### src/rtl/wbcsr_pkg.sv
`timescale 1ns/1ps
package wbcsr_pkg;
  typedef enum logic [1:0] {
    ST_IDLE = 2'd0,
    ST_LANE = 2'd1,
    ST_FIN  = 2'd2,
    ST_ACK  = 2'd3
  } wbcsr_state_e;
endpackage

### src/rtl/wbcsr_lane_seq.sv
`timescale 1ns/1ps
module wbcsr_lane_seq
  import wbcsr_pkg::*;
#(
  parameter int LANES  = 4,
  parameter int LANE_W = 2
) (
  input  logic              clk,
  input  logic              rst_n,
  input  logic              go,
  output wbcsr_state_e      state_o,
  output logic [LANE_W-1:0] lane_o
);
  localparam logic [LANE_W-1:0] LAST = LANE_W'(LANES - 1);

  wbcsr_state_e      state_q;
  logic [LANE_W-1:0] lane_q;

  always_ff @(posedge clk or negedge rst_n) begin
    if (!rst_n) begin
      state_q <= ST_IDLE;
      lane_q  <= '0;
    end else begin
      unique case (state_q)
        ST_IDLE: if (go) begin
          state_q <= ST_LANE;
          lane_q  <= '0;
        end
        ST_LANE: begin
          if (!go)                state_q <= ST_IDLE;
          else if (lane_q == LAST) state_q <= ST_FIN;
          else                    lane_q  <= lane_q + LANE_W'(1);
        end
        ST_FIN:  state_q <= go ? ST_ACK : ST_IDLE;
        ST_ACK:  state_q <= ST_IDLE;
        default: state_q <= ST_IDLE;
      endcase
    end
  end

  assign state_o = state_q;
  assign lane_o  = lane_q;
endmodule

### src/rtl/wbcsr_rd_gather.sv
`timescale 1ns/1ps
module wbcsr_rd_gather #(
  parameter int LANES  = 4,
  parameter int CSR_DW = 8,
  parameter int LANE_W = 2
) (
  input  logic                    clk,
  input  logic                    rst_n,
  input  logic                    clear,
  input  logic                    cap_en,
  input  logic [LANE_W-1:0]       cap_lane,
  input  logic [CSR_DW-1:0]       cap_data,
  output logic [LANES*CSR_DW-1:0] hold_o
);
  for (genvar i = 0; i < LANES; i++) begin : g_lane
    logic [CSR_DW-1:0] slot_q;
    always_ff @(posedge clk or negedge rst_n) begin
      if (!rst_n)                                   slot_q <= '0;
      else if (clear)                               slot_q <= '0;
      else if (cap_en && cap_lane == LANE_W'(i))    slot_q <= cap_data;
    end
    assign hold_o[i*CSR_DW +: CSR_DW] = slot_q;
  end
endmodule

### src/rtl/wb_csr_bridge.sv
`timescale 1ns/1ps
module wb_csr_bridge
  import wbcsr_pkg::*;
#(
  parameter int WB_DW  = 32,
  parameter int CSR_DW = 8,
  parameter int WB_AW  = 8
) (
  input  logic                                        clk,
  input  logic                                        rst_n,
  input  logic                                        wb_cyc,
  input  logic                                        wb_stb,
  input  logic                                        wb_we,
  input  logic [WB_AW-1:0]                            wb_adr,
  input  logic [WB_DW/CSR_DW-1:0]                     wb_sel,
  input  logic [WB_DW-1:0]                            wb_dat_w,
  output logic [WB_DW-1:0]                            wb_dat_r,
  output logic                                        wb_ack,
  output logic [WB_AW+$clog2(WB_DW/CSR_DW)-1:0]       csr_adr,
  output logic                                        csr_re,
  output logic                                        csr_we,
  output logic [CSR_DW-1:0]                           csr_wdat,
  input  logic [CSR_DW-1:0]                           csr_rdat
);
  localparam int LANES  = WB_DW / CSR_DW;
  localparam int ADR_SH = $clog2(LANES);
  localparam int LANE_W = (LANES > 1) ? ADR_SH : 1;
  localparam int CSR_AW = WB_AW + ADR_SH;

  if (!(CSR_DW == 8 || CSR_DW == 16 || CSR_DW == 32 || CSR_DW == 64)) begin : g_bad_csr_dw
    $error("register bus width must be 8, 16, 32 or 64");
  end
  if (WB_DW < CSR_DW || (WB_DW % CSR_DW) != 0) begin : g_bad_ratio
    $error("Wishbone width must be a whole multiple of the register bus width");
  end

  function automatic logic [CSR_AW-1:0] lane_addr(input logic [WB_AW-1:0] a,
                                                  input logic [LANE_W-1:0] k);
    return (CSR_AW'(a) << ADR_SH) | CSR_AW'(k);
  endfunction

  function automatic logic [CSR_DW-1:0] lane_data(input logic [WB_DW-1:0] d,
                                                  input logic [LANE_W-1:0] k);
    return d[k*CSR_DW +: CSR_DW];
  endfunction

  wbcsr_state_e      state;
  logic [LANE_W-1:0] cur_lane;
  logic              go;
  logic              rd_pend_q;
  logic [LANE_W-1:0] rd_lane_q;

  // named events for the checker
  logic evt_start, evt_issue, evt_cap, evt_ack;

  assign go = wb_cyc & wb_stb;

  wbcsr_lane_seq #(.LANES(LANES), .LANE_W(LANE_W)) u_seq (
    .clk     (clk),
    .rst_n   (rst_n),
    .go      (go),
    .state_o (state),
    .lane_o  (cur_lane)
  );

  assign evt_start = (state == ST_IDLE) && go;
  assign evt_issue = (state == ST_LANE) && go && wb_sel[cur_lane];
  assign evt_ack   = (state == ST_ACK);
  assign evt_cap   = rd_pend_q;

  assign csr_re   = evt_issue && !wb_we;
  assign csr_we   = evt_issue && wb_we;
  assign csr_adr  = lane_addr(wb_adr, cur_lane);
  assign csr_wdat = lane_data(wb_dat_w, cur_lane);

  always_ff @(posedge clk or negedge rst_n) begin
    if (!rst_n) begin
      rd_pend_q <= 1'b0;
      rd_lane_q <= '0;
    end else begin
      rd_pend_q <= csr_re;
      rd_lane_q <= cur_lane;
    end
  end

  wbcsr_rd_gather #(.LANES(LANES), .CSR_DW(CSR_DW), .LANE_W(LANE_W)) u_gather (
    .clk      (clk),
    .rst_n    (rst_n),
    .clear    (evt_start),
    .cap_en   (evt_cap),
    .cap_lane (rd_lane_q),
    .cap_data (csr_rdat),
    .hold_o   (wb_dat_r)
  );

  assign wb_ack = evt_ack;
endmodule

### config.mk
export PLATFORM = sky130hd
export DESIGN_NAME = wb_csr_bridge
export DESIGN_NICKNAME = d
export VERILOG_FILES = /design/src/rtl/wbcsr_pkg.sv /design/src/rtl/wbcsr_lane_seq.sv /design/src/rtl/wbcsr_rd_gather.sv /design/src/rtl/wb_csr_bridge.sv
export SDC_FILE = /design/constraint.sdc
export NUM_CORES = 1
export LEC_CHECK = 0
export ABC_AREA = 1
export CORE_ASPECT_RATIO = 0.75
export CORE_MARGIN = 3
export CORE_UTILIZATION = 43
export CTS_CLUSTER_DIAMETER = 30
export CTS_CLUSTER_SIZE = 8
export DETAILED_ROUTE_END_ITERATION = 8
export HOLD_SLACK_MARGIN = 0.06
export PLACE_DENSITY_LB_ADDON = 0.25
export SYNTH_ARGS = -nofsm -noshare
export SYNTH_HDL_FRONTEND = slang
export SYNTH_HIERARCHICAL = 1
export SYNTH_SLANG_ARGS = --single-unit
### constraint.sdc
create_clock -name clk -period 2.3 [get_ports clk]
set_input_delay 0.23 -clock clk [delete_from_list [all_inputs] [get_ports clk]]
set_output_delay 0.23 -clock clk [all_outputs]
set_load 0.005 [all_outputs]
# == Word level (Yosys, flattened, before mapping) ==
# Index checks and enable logic that the tools add are counted.
# word_totals
regBits,39
output_inout_bits,53
# classes
n_lt_le_gt_ge,1
reduce_logical,19
muxes,19
n_bitwise,2
eq_ne,11
shifts,1
addsub,1
# op_table
cell,count
8-bit two-way mux,8
32-bit by 6-bit variable part select with 8-bit output,1
2-bit two-way mux,7
"2-bit == test, second input constant",5
10-bit by 2-bit OR with 10-bit output,1
2-bit nonzero test,5
1-bit logical AND,9
2-bit case mux with 4 select lines,1
"2-bit != test, second input constant",3
"2-bit by 1-bit == test with 1-bit output, second input constant",2
2-bit zero test,2
2-bit case mux with 2 select lines,1
4-bit AND reduction,1
"2-bit by 3-bit less-than comparator with 1-bit output, second input constant",1
"3-bit by 2-bit != test with 1-bit output, second input constant",1
"2-bit by 1-bit adder with 2-bit output, second input constant",1
1-bit binary-select mux with 2-bit select,1
2-bit AND reduction,1
1-bit bitwise AND,1
1-bit zero test,1
1-bit two-way mux,1

# == Depth between registers and ports, before layout ==
# Gate-level depths: netlist of the first run.
# logic_depth
depth_word,4
mapped_depth,7
mapped_depth_nobuf,6

# == By module ==
# Netlist of the first run, hierarchy kept.
# modules_own_cells
mod,seq_area_each_um2,n_inst,area_each_um2,cells_each
wbcsr_rd_gather,800.8,1,1446.4,163
wb_csr_bridge,75.1,1,464.2,75
wbcsr_lane_seq,100.1,1,202.7,26

# == Least setup slack after synthesis of the first run ==
# Ideal clock, no wire load.
# synth_path
path_type,register -> register
start,"reg u_seq.state_q[1], in the netlist u_seq/state_o[1]"
end,reg u_gather.g_lane[3].slot_q[1]
synth_period_minus_slack_ps,1275
arrival_ps,1159
setup_slack_ps,1025
t_required_ps,2184
n_path_buf,2
path_stages_with_launch,7
cell_sequence,dfrtp_1 > nor3_1 > buf_4 > inv_2 > buf_2 > nand3_1 > nand2_1
# synth_via
elab_chain_cells,3
elab_cells_between_ends,4
# synth_lines
item,line_no,text
"start, declared",wbcsr_lane_seq.sv:16,wbcsr_state_e state_q;
"start signal, assigned",wbcsr_lane_seq.sv:34,ST_FIN: state_q <= go ? ST_ACK : ST_IDLE;
2-bit zero test (*),wb_csr_bridge.sv:66,assign evt_start = (state == ST_IDLE) && go;
1-bit logical AND (*),wb_csr_bridge.sv:66,
net evt_start,wb_csr_bridge.sv:54,"logic evt_start, evt_issue, evt_cap, evt_ack;"
8-bit two-way mux or 2-bit nonzero test (tied branches),n/a,
"end signal, assigned",wbcsr_rd_gather.sv:20,else if (cap_en && cap_lane == LANE_W'(i)) slot_q <= cap_data;
"end, declared",wbcsr_rd_gather.sv:16,logic [CSR_DW-1:0] slot_q;
# Mark *: on every way through the listed nets, which the timed path passes. The rest lies on a longest branch.
# A chain may end at the register's enable or synchronous reset.

# == Worst setup path in the final report of the first run ==
# layout_path
start,"reg u_seq.lane_q[0], in the netlist u_seq/lane_o[0]"
end,out csr_re
# layout_via
elab_chain_cells,4
# layout_lines
item,line_no,text
"start, declared",wbcsr_lane_seq.sv:17,logic [LANE_W-1:0] lane_q;
"start signal, assigned",wbcsr_lane_seq.sv:32,else lane_q <= lane_q + LANE_W'(1);
1-bit binary-select mux with 2-bit select,wb_csr_bridge.sv:67,assign evt_issue = (state == ST_LANE) && go && wb_sel[cur_lane];
1-bit two-way mux (implied by the code),wb_csr_bridge.sv:67,
1-bit logical AND,wb_csr_bridge.sv:67,
1-bit logical AND,wb_csr_bridge.sv:71,assign csr_re = evt_issue && !wb_we;
"end, declared",wb_csr_bridge.sv:20,"output logic csr_re,"
# No other way between the ends. The select of a mux whose other input is x is not followed.

==> insert_results.sql, run 1 <==
INSERT INTO impl_metrics (metric_group, metric, value, unit) VALUES
('outcome', 'status', 'completed', ''),
('power', 'pwr_density_cell', '616', 'nW/um^2'),
('final_layout', 'num_antenna_cells', '0', ''),
('clocking', 'worst_skew_pair.late_latency', '0.30', 'ns'),
('global_routing', 'wire_length_of_the_first_global_routing_pass', '9880', 'um'),
('timing', 'rel_slew_slack', '0.420', ''),
('timing', 'fmax', '0.472', 'GHz'),
('clocking', 'h-tree-depth', '2', ''),
('setup_path', 'critPathRequiredTime', '2.07', 'ns'),
('timing', 'max_slew_violation_count', '0', ''),
('global_routing', 'first_global_vias', '2007', ''),
('route', 'post-route-drc-count', '0', ''),
('power', 'power_leakage', '1.49', 'nW'),
('final_layout', 'finalInstanceArea', '3090', 'um^2'),
('synthesis', 'synth_top_area_frac', '0.462', ''),
('setup_path', 'worstSetupPathType', 'flop to output pin', ''),
('placed_design', 'detailed_placement_hpwl', '4340', 'um'),
('final_layout', 'syn_to_final_growth', '46.4', '%'),
('die', 'floorplan.die.height', '66.7', 'um'),
('placed_design', 'dp_cells', '397', ''),
('job', 'drv_cap', '0', ''),
('placed_design', 'post-place-ws', '0.272', 'ns'),
('die', 'die_x', '87.0', 'um'),
('global_routing', 'grt_start_max_net_pins', '40', ''),
('power', 'max-vdd-ir-drop', '0.000577', 'V'),
('clocking', 'cts-root-to-sink-buffers', '2', ''),
('placed_design', 'placement.io_buffers', '93', ''),
('final_layout', 'mostFrequentLayoutCells', 'clkdlybuf4s50_1, nand2_1, nand3_1', ''),
('clocking', 'clk_transition_reported_paths', '0.09', 'ns'),
('global_routing', 'grt_overflow', '0', ''),
('global_routing', 'grtUsageTotal', '0.218', ''),
('route', 'avgRoutedWirePerCell', '14.7', 'um'),
('die', 'fp.dieArea', '5800', 'um^2'),
('setup_path', 'crit_path_start_kind', 'flop', ''),
('die', 'row_count', '21', ''),
('timing', 'timing.clock.skew', '0.0120', 'ns'),
('clocking', 'tritoncts', 'done', ''),
('final_layout', 'nets', '406', ''),
('timing', 'max_slew.worst_pin.slew', '0.871', 'ns'),
('setup_path', 'worst_ep_arrival_time', '1.89', 'ns'),
('route', 'drt.antenna.violating_nets', '0', ''),
('timing', 'setup_tns', '0', 'ns'),
('synthesis', 'synth.avg_cell_area', '8.00', 'um^2'),
('timing', 'finalCriticalPeriod', '2.12', 'ns'),
('final_layout', 'final_core_util', '0.673', ''),
('power', 'report.power.total', '1.90', 'mW'),
('placed_design', 'placedInstanceArea', '2970', 'um^2'),
('route', 'firstDrtPassIters', '4', ''),
('timing', 'timing_hold_violations_final', '0', ''),
('setup_path', 'critical_path.endpoint_type', 'output pin', ''),
('clocking', 'clock-root-buffer', 'clkbuf_8', ''),
('route', 'drt_iter0_drc', '240', ''),
('synthesis', 'yosys_register_bits', '39', ''),
('clocking', 'sinks_on_clock_net', '39', ''),
('synthesis', 'synth_area_leaders', 'dfrtp_1, nand3_1, nand2_1', ''),
('final_layout', 'proportion_of_layout_cells_with_a_drive_suffix_above_1', '0.109', ''),
('route', 'dr_vias', '2082', ''),
('global_routing', 'number_of_antenna_violations_at_the_first_check_in_global_routing', '0', ''),
('die', 'start_util', '0.460', ''),
('timing', 'finalHoldWorstSlack', '0.0253', 'ns'),
('timing', 'final-setup-viol-count', '0', ''),
('timing', 'rsz0062_at_grt', 'false', ''),
('synthesis', 'synth_seq_area_share', '0.462', ''),
('clocking', 'num_cts_buffers', '5', ''),
('setup_path', 'crit_path_max_fanout', '18', ''),
('synthesis', 'post_synth_inst_count', '264', ''),
('final_layout', 'final_common_cell', 'clkdlybuf4s50_1', ''),
('timing', 'post-route-worst-setup-slack', '0.181', 'ns'),
('route', 'post_drt_via_cell_ratio', '5.13', ''),
('synthesis', 'syn_area', '2110', 'um^2'),
('synthesis', 'yosysWarnings', '6', ''),
('final_layout', 'final_cell_count_no_fill', '406', ''),
('synthesis', 'synthDominantAreaCellType', 'dfrtp_1', ''),
('die', 'top_level_ports', '110', ''),
('route', 'finalWirelength', '5970', 'um'),
('worst_hold_path', 'worst_hold_path_type', 'input pin to async pin', ''),
('die', 'floorplan.core_area', '4600', 'um^2'),
('placed_design', 'place_congestion', '0.819', ''),
('timing', 'final_min_period_over_clock_period', '0.921', ''),
('synthesis', 'synth.net_count', '322', ''),
('synthesis', 'synth.lib_cells_used.distinct', '25', '');
[state kept, by name, indices dropped and copies added (netlist names)]
| name | count |
|---|---|
| evt_cap | 1 |
| rd_lane_q | 2 |
| u_gather/g_lane.slot_q | 32 |
| u_seq/lane_o | 2 |
| u_seq/state_o | 2 |
[final cells by class]
| cell class | count | area (um^2) |
|---|---|---|
| well taps | 57 | 71.3 |
| multi-input cells | 182 | 882 |
| clock buffers | 5 | 68.8 |
| clock inverters | 3 | 43.8 |
| repair buffers | 96 | 948 |
| inverters | 24 | 97.6 |
| flip-flops and latches | 39 | 981 |
| fillers | 354 | 1510 |
[worst max-delay path, cell delays in order, from the launching register on]
cell	delay [ns]
dfrtp_4	0.57
inv_8	0.13
nand2_1	0.06
nand3_1	0.06
nand3_1	0.09
nor2_1	0.16
clkdlybuf4s50_1	0.53
[path summary, 6_finish.rpt]
check / start / to / slack (ns) / cells after the start
max: u_seq/lane_o[0] / csr_re / 0.18 / 6
min: rst_n / u_gather/g_lane[0].slot_q[1] / 0.03 / 1
max reg2reg: u_seq/lane_o[0] / u_seq/state_o[1] / 0.69 / 7
min reg2reg: u_gather/g_lane[0].slot_q[7] / u_gather/g_lane[0].slot_q[7] / 0.51 / 2
max in group asynchronous: rst_n / u_seq/lane_o[0] / 1.61 / 1
min in group clk: wb_adr[1] / csr_adr[3] / 0.46 / 0
[power breakdown]
part | total, mW | switching [mW] | internal, mW
Combinational | 0.515 | 0.219 | 0.295
Sequential | 0.815 | 0.0733 | 0.741
Clock | 0.575 | 0.252 | 0.323
Total | 1.90 | 0.544 | 1.36
[logic make-up (layout without fill, tap and decap cells)]
kind of cell,count (synthesis),after routing,share of synthesized area
AO/OA/AOI/OAI,27,27,0.0693
buffers and inverters,43,128,0.121
AND/OR/NAND/NOR,154,154,0.342
flip-flops,39,39,0.462
adder cells (fa/ha/maj),1,1,0.00592
[cells in the mapped netlist]
master,n
buf_6,2
dfrtp_1,39
ha_1,1
nand2_4,1
buf_8,1
nor2_4,1
inv_2,6
buf_12,1
inv_8,1
buf_4,10
buf_2,5
inv_1,16
nand3_4,2
nand3_2,1
nor3_1,1
nor2_2,10
o22ai_1,9
a21oi_1,1
nor2_1,21
o21ai_0,13
nand2_2,2
nand3_1,52
nand2_1,63
clkinv_1,1
o21ai_1,4
[repair_timing]
item,in CTS,in global routing
gates cloned,0,0
buffers inserted,0,1
gates resized for setup,1,2
hold buffers,0,0
setup endpoints to repair,1,2
pin swaps,0,0
[layer usage]
| metal | track usage | part of all wire | routed length, um | up-vias |
|---|---|---|---|---|
| li1 | - | - | - | 1019 |
| met1 | 0.333 | 0.48 | 2880 | 981 |
| met2 | 0.302 | 0.43 | 2570 | 73 |
| met3 | 0.0519 | 0.074 | 440 | 9 |
| met4 | 0.0584 | 0.011 | 65 | 0 |
| met5 | 0 | 0 | 0 | - |
Note: power is estimated with default switching activity, not from simulation.
==> run 2: changes to the inputs <==
GPL_TIMING_DRIVEN = 0   (was default)
==> insert_results.sql, run 2 (synthesis gave the netlist of run 1 again) <==
INSERT INTO impl_metrics (metric_group, metric, value, unit) VALUES
('timing', 'rsz0062_at_grt', 'false', ''),
('power', 'power_leakage', '1.59', 'nW'),
('final_layout', 'proportion_of_layout_cells_with_a_drive_suffix_above_1', '0.134', ''),
('timing', 'max_slew.worst_pin.slew', '0.847', 'ns'),
('outcome', 'status', 'completed', ''),
('route', 'dr_vias', '2208', ''),
('clocking', 'post_cts.resized_instances', '0', ''),
('clocking', 'hold_buffers', '0', ''),
('die', 'floorplan.die.height', '66.7', 'um'),
('timing', 'finalHoldWorstSlack', '0.0470', 'ns'),
('route', 'firstDrtPassIters', '4', ''),
('power', 'p_clk_frac', '0.240', ''),
('worst_hold_path', 'worst_hold_path_type', 'input pin to async pin', ''),
('power', 'sequentialPowerShare', '0.426', ''),
('die', 'row_count', '21', ''),
('timing', 'fmax', '0.469', 'GHz'),
('timing', 'final-setup-viol-count', '0', ''),
('clocking', 'num_cts_buffers', '5', ''),
('timing', 'rel_slew_slack', '0.435', ''),
('clocking', 'sinks_on_clock_net', '39', ''),
('setup_path', 'critical_path.endpoint_type', 'output pin', ''),
('clocking', 'cts-root-to-sink-buffers', '2', ''),
('die', 'top_level_ports', '110', ''),
('final_layout', 'largest_register', 'u_gather/g_lane.slot_q', ''),
('timing', 'max_slew_violation_count', '0', ''),
('global_routing', 'grt_overflow', '0', ''),
('timing', 'setup_tns', '0', 'ns'),
('timing', 'finalCriticalPeriod', '2.13', 'ns'),
('setup_path', 'worstSetupPathType', 'flop to output pin', ''),
('job', 'drv_cap', '0', ''),
('final_layout', 'syn_to_final_growth', '54.9', '%'),
('setup_path', 'worst_ep_arrival_time', '1.90', 'ns'),
('route', 'drt.antenna.violating_nets', '0', ''),
('placed_design', 'post-place-ws', '0.389', 'ns'),
('power', 'p_int', '1.30', 'mW'),
('final_layout', 'final_core_util', '0.712', ''),
('power', 'max-vdd-ir-drop', '0.000368', 'V'),
('placed_design', 'detailed_placement_hpwl', '5050', 'um'),
('die', 'die_x', '87.0', 'um'),
('timing', 'post-route-worst-setup-slack', '0.166', 'ns'),
('setup_path', 'reg_to_reg_setup_timing_slack', '0.74', 'ns'),
('final_layout', 'nets', '430', ''),
('clocking', 'cts_setup_buffers', '0', ''),
('setup_path', 'critPathRequiredTime', '2.07', 'ns'),
('global_routing', 'first_global_vias', '2135', ''),
('global_routing', 'grtUsageTotal', '0.234', ''),
('die', 'fp.dieArea', '5800', 'um^2'),
('setup_path', 'r2r_start', 'u_seq/state_o[1]', ''),
('timing', 'timing.clock.skew', '0.00344', 'ns'),
('route', 'finalWirelength', '6480', 'um'),
('power', 'p_sw', '0.538', 'mW'),
('clocking', 'worst_skew_pair.late_latency', '0.28', 'ns'),
('setup_path', 'r2r-end', 'u_gather/g_lane[1].slot_q[4]', ''),
('clocking', 'tritoncts', 'done', ''),
('placed_design', 'dp_cells', '422', ''),
('setup_path', 'reg2regPathDepth', '6', ''),
('die', 'floorplan.core_area', '4600', 'um^2'),
('power', 'combPwrFrac', '0.334', ''),
('global_routing', 'grt_start_max_net_pins', '40', ''),
('power', 'power_switching_share', '0.293', ''),
('final_layout', 'final_cell_count_no_fill', '430', ''),
('global_routing', 'wire_length_of_the_first_global_routing_pass', '10400', 'um'),
('setup_path', 'crit_path_max_fanout', '10', ''),
('route', 'post_drt_via_cell_ratio', '5.13', ''),
('route', 'post-route-drc-count', '0', ''),
('die', 'start_util', '0.460', ''),
('final_layout', 'mostFrequentLayoutCells', 'clkdlybuf4s50_1, nand2_1, nand3_1', ''),
('setup_path', 'crit_path_start_kind', 'flop', ''),
('clocking', 'clock-root-buffer', 'clkbuf_8', ''),
('final_layout', 'final_common_cell', 'clkdlybuf4s50_1', ''),
('timing', 'final_min_period_over_clock_period', '0.928', ''),
('timing', 'timing_hold_violations_final', '0', ''),
('clocking', 'h-tree-depth', '2', ''),
('final_layout', 'num_antenna_cells', '0', ''),
('route', 'avgRoutedWirePerCell', '15.1', 'um'),
('power', 'pwr_density_cell', '561', 'nW/um^2'),
('route', 'drt_iter0_drc', '146', ''),
('placed_design', 'placement.io_buffers', '101', ''),
('global_routing', 'number_of_antenna_violations_at_the_first_check_in_global_routing', '0', ''),
('final_layout', 'largest_reg_flops', '32', ''),
('placed_design', 'place_congestion', '0.869', ''),
('clocking', 'clk_transition_reported_paths', '0.07', 'ns');
## run 2: metal layers
layer  track usage  vias to the layer above  routed length [um]
met5             0                        -                   0
met4        0.0817                        0                 159
met3        0.0556                       17                 510
met2         0.372                       98                3000
met1         0.312                     1027                2810
li1              -                     1066                   -
## run 2: worst max path at each step
| stage | startpoint | to | depth (start not counted) |
|---|---|---|---|
| after floorplan | u_seq/state_o[1] | u_gather/g_lane[3].slot_q[1] | 6 |
| after global placement | rst_n | u_seq/state_o[0] | 1 |
| after detailed placement | wb_stb | csr_re | 6 |
| after CTS | u_seq/lane_o[1] | csr_re | 6 |
| after global routing | u_seq/lane_o[1] | csr_re | 6 |
| final | u_seq/lane_o[0] | csr_wdat[1] | 6 |
## run 2: power by group through the flow
stage | clock (mW) | combinational (mW) | sequential, mW
2_1_floorplan | 0 | 0.271 | 0.792
3_3_place_gp | 0 | 0.599 | 0.793
3_5_place_dp | 0 | 0.611 | 0.795
4_1_cts | 0.450 | 0.613 | 0.783
5_1_grt | 0.474 | 0.668 | 0.791
6_report | 0.440 | 0.613 | 0.782
## run 2: metrics by stage
step,total power [mW],cell area (um^2)
floorplan,1.06,2110
finish,1.84,3270
detailed placement,1.41,3190
CTS,1.85,3270
global route,1.93,3270
global placement,1.39,3200
## run 2: cell type report
| cell class | instances | area [um^2] |
|---|---|---|
| Fill cell | 370 | 1320 |
| Timing Repair Buffer | 101 | 1010 |
| Sequential cell | 39 | 976 |
| Multi-Input combinational cell | 182 | 882 |
| Buffer | 19 | 160 |
| Inverter | 24 | 97.6 |
| Clock buffer | 7 | 76.3 |
| Tap cell | 57 | 71.3 |
| Clock inverter | 1 | 5.00 |
## run 2: worst max-delay path, cell delays in order (launching register included)
cell	delay [ns]
dfrtp_1	0.45
buf_6	0.19
inv_8	0.08
buf_12	0.12
nor2_1	0.05
o22ai_1	0.19
clkdlybuf4s50_1	0.54
==> run 3: changes to the inputs <==
CORE_ASPECT_RATIO = 1.1   (was 0.75)
==> insert_results.sql, run 3 (synthesis gave the netlist of run 1 again) <==
INSERT INTO impl_metrics (metric_group, metric, value, unit) VALUES
('clocking', 'cts_setup_buffers', '0', ''),
('timing', 'max_slew_violation_count', '0', ''),
('clocking', 'post_cts.resized_instances', '0', ''),
('final_layout', 'final_cell_count_no_fill', '429', ''),
('placed_design', 'dp_cells', '421', ''),
('power', 'p_sw', '0.530', 'mW'),
('timing', 'max_slew.worst_pin.slew', '0.842', 'ns'),
('final_layout', 'largest_reg_flops', '32', ''),
('clocking', 'tritoncts', 'done', ''),
('global_routing', 'grt_overflow', '0', ''),
('route', 'drt.antenna.violating_nets', '0', ''),
('timing', 'finalHoldWorstSlack', '0.0328', 'ns'),
('timing', 'rsz0062_at_grt', 'false', ''),
('global_routing', 'wire_length_of_the_first_global_routing_pass', '9480', 'um'),
('die', 'fp.dieArea', '5790', 'um^2'),
('clocking', 'hold_buffers', '0', ''),
('timing', 'finalCriticalPeriod', '2.11', 'ns'),
('power', 'p_clk_frac', '0.242', ''),
('global_routing', 'grtUsageTotal', '0.211', ''),
('placed_design', 'placedInstanceArea', '3190', 'um^2'),
('clocking', 'sinks_on_clock_net', '39', ''),
('route', 'avgRoutedWirePerCell', '13.6', 'um'),
('timing', 'timing.clock.skew', '0.00888', 'ns'),
('final_layout', 'mostFrequentLayoutCells', 'clkdlybuf4s50_1, nand2_1, nand3_1', ''),
('placed_design', 'detailed_placement_hpwl', '4450', 'um'),
('die', 'start_util', '0.451', ''),
('route', 'post-route-drc-count', '0', ''),
('job', 'drv_cap', '0', ''),
('route', 'dr_vias', '2133', ''),
('setup_path', 'critPathRequiredTime', '2.07', 'ns'),
('power', 'p_int', '1.30', 'mW'),
('route', 'post_drt_via_cell_ratio', '4.97', ''),
('outcome', 'status', 'completed', ''),
('final_layout', 'proportion_of_layout_cells_with_a_drive_suffix_above_1', '0.134', ''),
('power', 'power_leakage', '1.59', 'nW'),
('timing', 'timing_hold_violations_final', '0', ''),
('power', 'combPwrFrac', '0.330', ''),
('die', 'top_level_ports', '110', ''),
('final_layout', 'num_antenna_cells', '0', ''),
('global_routing', 'number_of_antenna_violations_at_the_first_check_in_global_routing', '0', ''),
('die', 'row_count', '26', ''),
('clocking', 'clk_transition_reported_paths', '0.08', 'ns'),
('placed_design', 'placement.io_buffers', '101', ''),
('clocking', 'h-tree-depth', '2', ''),
('timing', 'rel_slew_slack', '0.438', ''),
('setup_path', 'crit_path_start_kind', 'flop', ''),
('timing', 'final_min_period_over_clock_period', '0.916', ''),
('final_layout', 'syn_to_final_growth', '54.9', '%'),
('final_layout', 'largest_register', 'u_gather/g_lane.slot_q', ''),
('timing', 'final-setup-viol-count', '0', ''),
('setup_path', 'worst_ep_arrival_time', '1.88', 'ns'),
('clocking', 'num_cts_buffers', '5', ''),
('worst_hold_path', 'worst_hold_path_type', 'input pin to async pin', ''),
('placed_design', 'place_congestion', '0.751', ''),
('final_layout', 'final_common_cell', 'clkdlybuf4s50_1', ''),
('route', 'finalWirelength', '5850', 'um'),
('route', 'drt_iter0_drc', '100', ''),
('timing', 'fmax', '0.474', 'GHz'),
('power', 'sequentialPowerShare', '0.428', ''),
('global_routing', 'first_global_vias', '2101', ''),
('setup_path', 'crit_path_max_fanout', '10', ''),
('power', 'pwr_density_cell', '558', 'nW/um^2'),
('power', 'max-vdd-ir-drop', '0.000252', 'V'),
('die', 'floorplan.die.height', '79.5', 'um'),
('power', 'power_switching_share', '0.290', ''),
('die', 'floorplan.core_area', '4680', 'um^2'),
('clocking', 'clock-root-buffer', 'clkbuf_8', ''),
('final_layout', 'finalInstanceArea', '3270', 'um^2'),
('timing', 'setup_tns', '0', 'ns'),
('clocking', 'worst_skew_pair.late_latency', '0.30', 'ns'),
('clocking', 'cts-root-to-sink-buffers', '2', ''),
('global_routing', 'grt_start_max_net_pins', '40', ''),
('final_layout', 'nets', '430', ''),
('setup_path', 'worstSetupPathType', 'flop to output pin', ''),
('route', 'firstDrtPassIters', '4', ''),
('die', 'die_x', '72.8', 'um'),
('setup_path', 'critical_path.endpoint_type', 'output pin', '');
## run 3: cell counts in the layout (fill, tap and decap cells not counted)
Identical to the previous run, type by type.
## run 3: final cells by class
cell class / instances / area [um^2]
Fill cell: 399 / 1410
Buffer: 19 / 160
Timing Repair Buffer: 101 / 1010
Tap cell: 56 / 70.1
Sequential cell: 39 / 976
Multi-Input combinational cell: 182 / 882
Clock buffer: 7 / 76.3
Clock inverter: 1 / 5.00
Inverter: 24 / 97.6
## run 3: path summary, 6_finish.rpt
check                            startpoint                            to  slack (ns)  cells after the start
min reg2reg                 u_seq/lane_o[1]                  rd_lane_q[1]        0.49                      0
max in group asynchronous             rst_n  u_gather/g_lane[2].slot_q[0]        1.73                      1
max                         u_seq/lane_o[0]                        csr_re        0.19                      7
max reg2reg                u_seq/state_o[1]  u_gather/g_lane[0].slot_q[1]        0.75                      6
min in group clk            u_seq/lane_o[1]                  rd_lane_q[1]        0.49                      0
min                                   rst_n  u_gather/g_lane[3].slot_q[0]        0.03                      1
## run 3: power groups by stage
| stage | Sequential, mW | Combinational [mW] | Clock (mW) |
|---|---|---|---|
| 2_1_floorplan | 0.792 | 0.271 | 0 |
| 3_3_place_gp | 0.793 | 0.598 | 0 |
| 3_5_place_dp | 0.795 | 0.606 | 0 |
| 4_1_cts | 0.782 | 0.609 | 0.449 |
| 5_1_grt | 0.788 | 0.663 | 0.491 |
| 6_report | 0.782 | 0.602 | 0.443 |
## run 3: per-stage QoR
| stage | power [mW] | worst slack, ns | util |
|---|---|---|---|
| 5_1_grt | 1.94 | 0.00245 | 0.699 |
| 3_5_place_dp | 1.40 | 0.377 | 0.681 |
| 2_1_floorplan | 1.06 | 1.02 | - |
| 4_1_cts | 1.84 | 0.149 | 0.698 |
| 3_3_place_gp | 1.39 | 0.131 | 0.682 |
| 6_report | 1.83 | 0.192 | 0.699 |
## run 3: per-layer routing
layer | track usage | part of all wire | vias up
met5 | 0 | 0 | -
met4 | 0.0720 | 0.015 | 0
met3 | 0.0894 | 0.11 | 10
met2 | 0.347 | 0.47 | 103
met1 | 0.245 | 0.40 | 948
li1 | - | - | 1072
## run 3: worst max-delay path, cell delays in order, from the launching register on
cell	delay, ns
dfrtp_1	0.45
buf_6	0.18
inv_8	0.08
nand2_1	0.05
nand3_1	0.06
nand3_1	0.08
nor2_1	0.14
clkdlybuf4s50_1	0.53
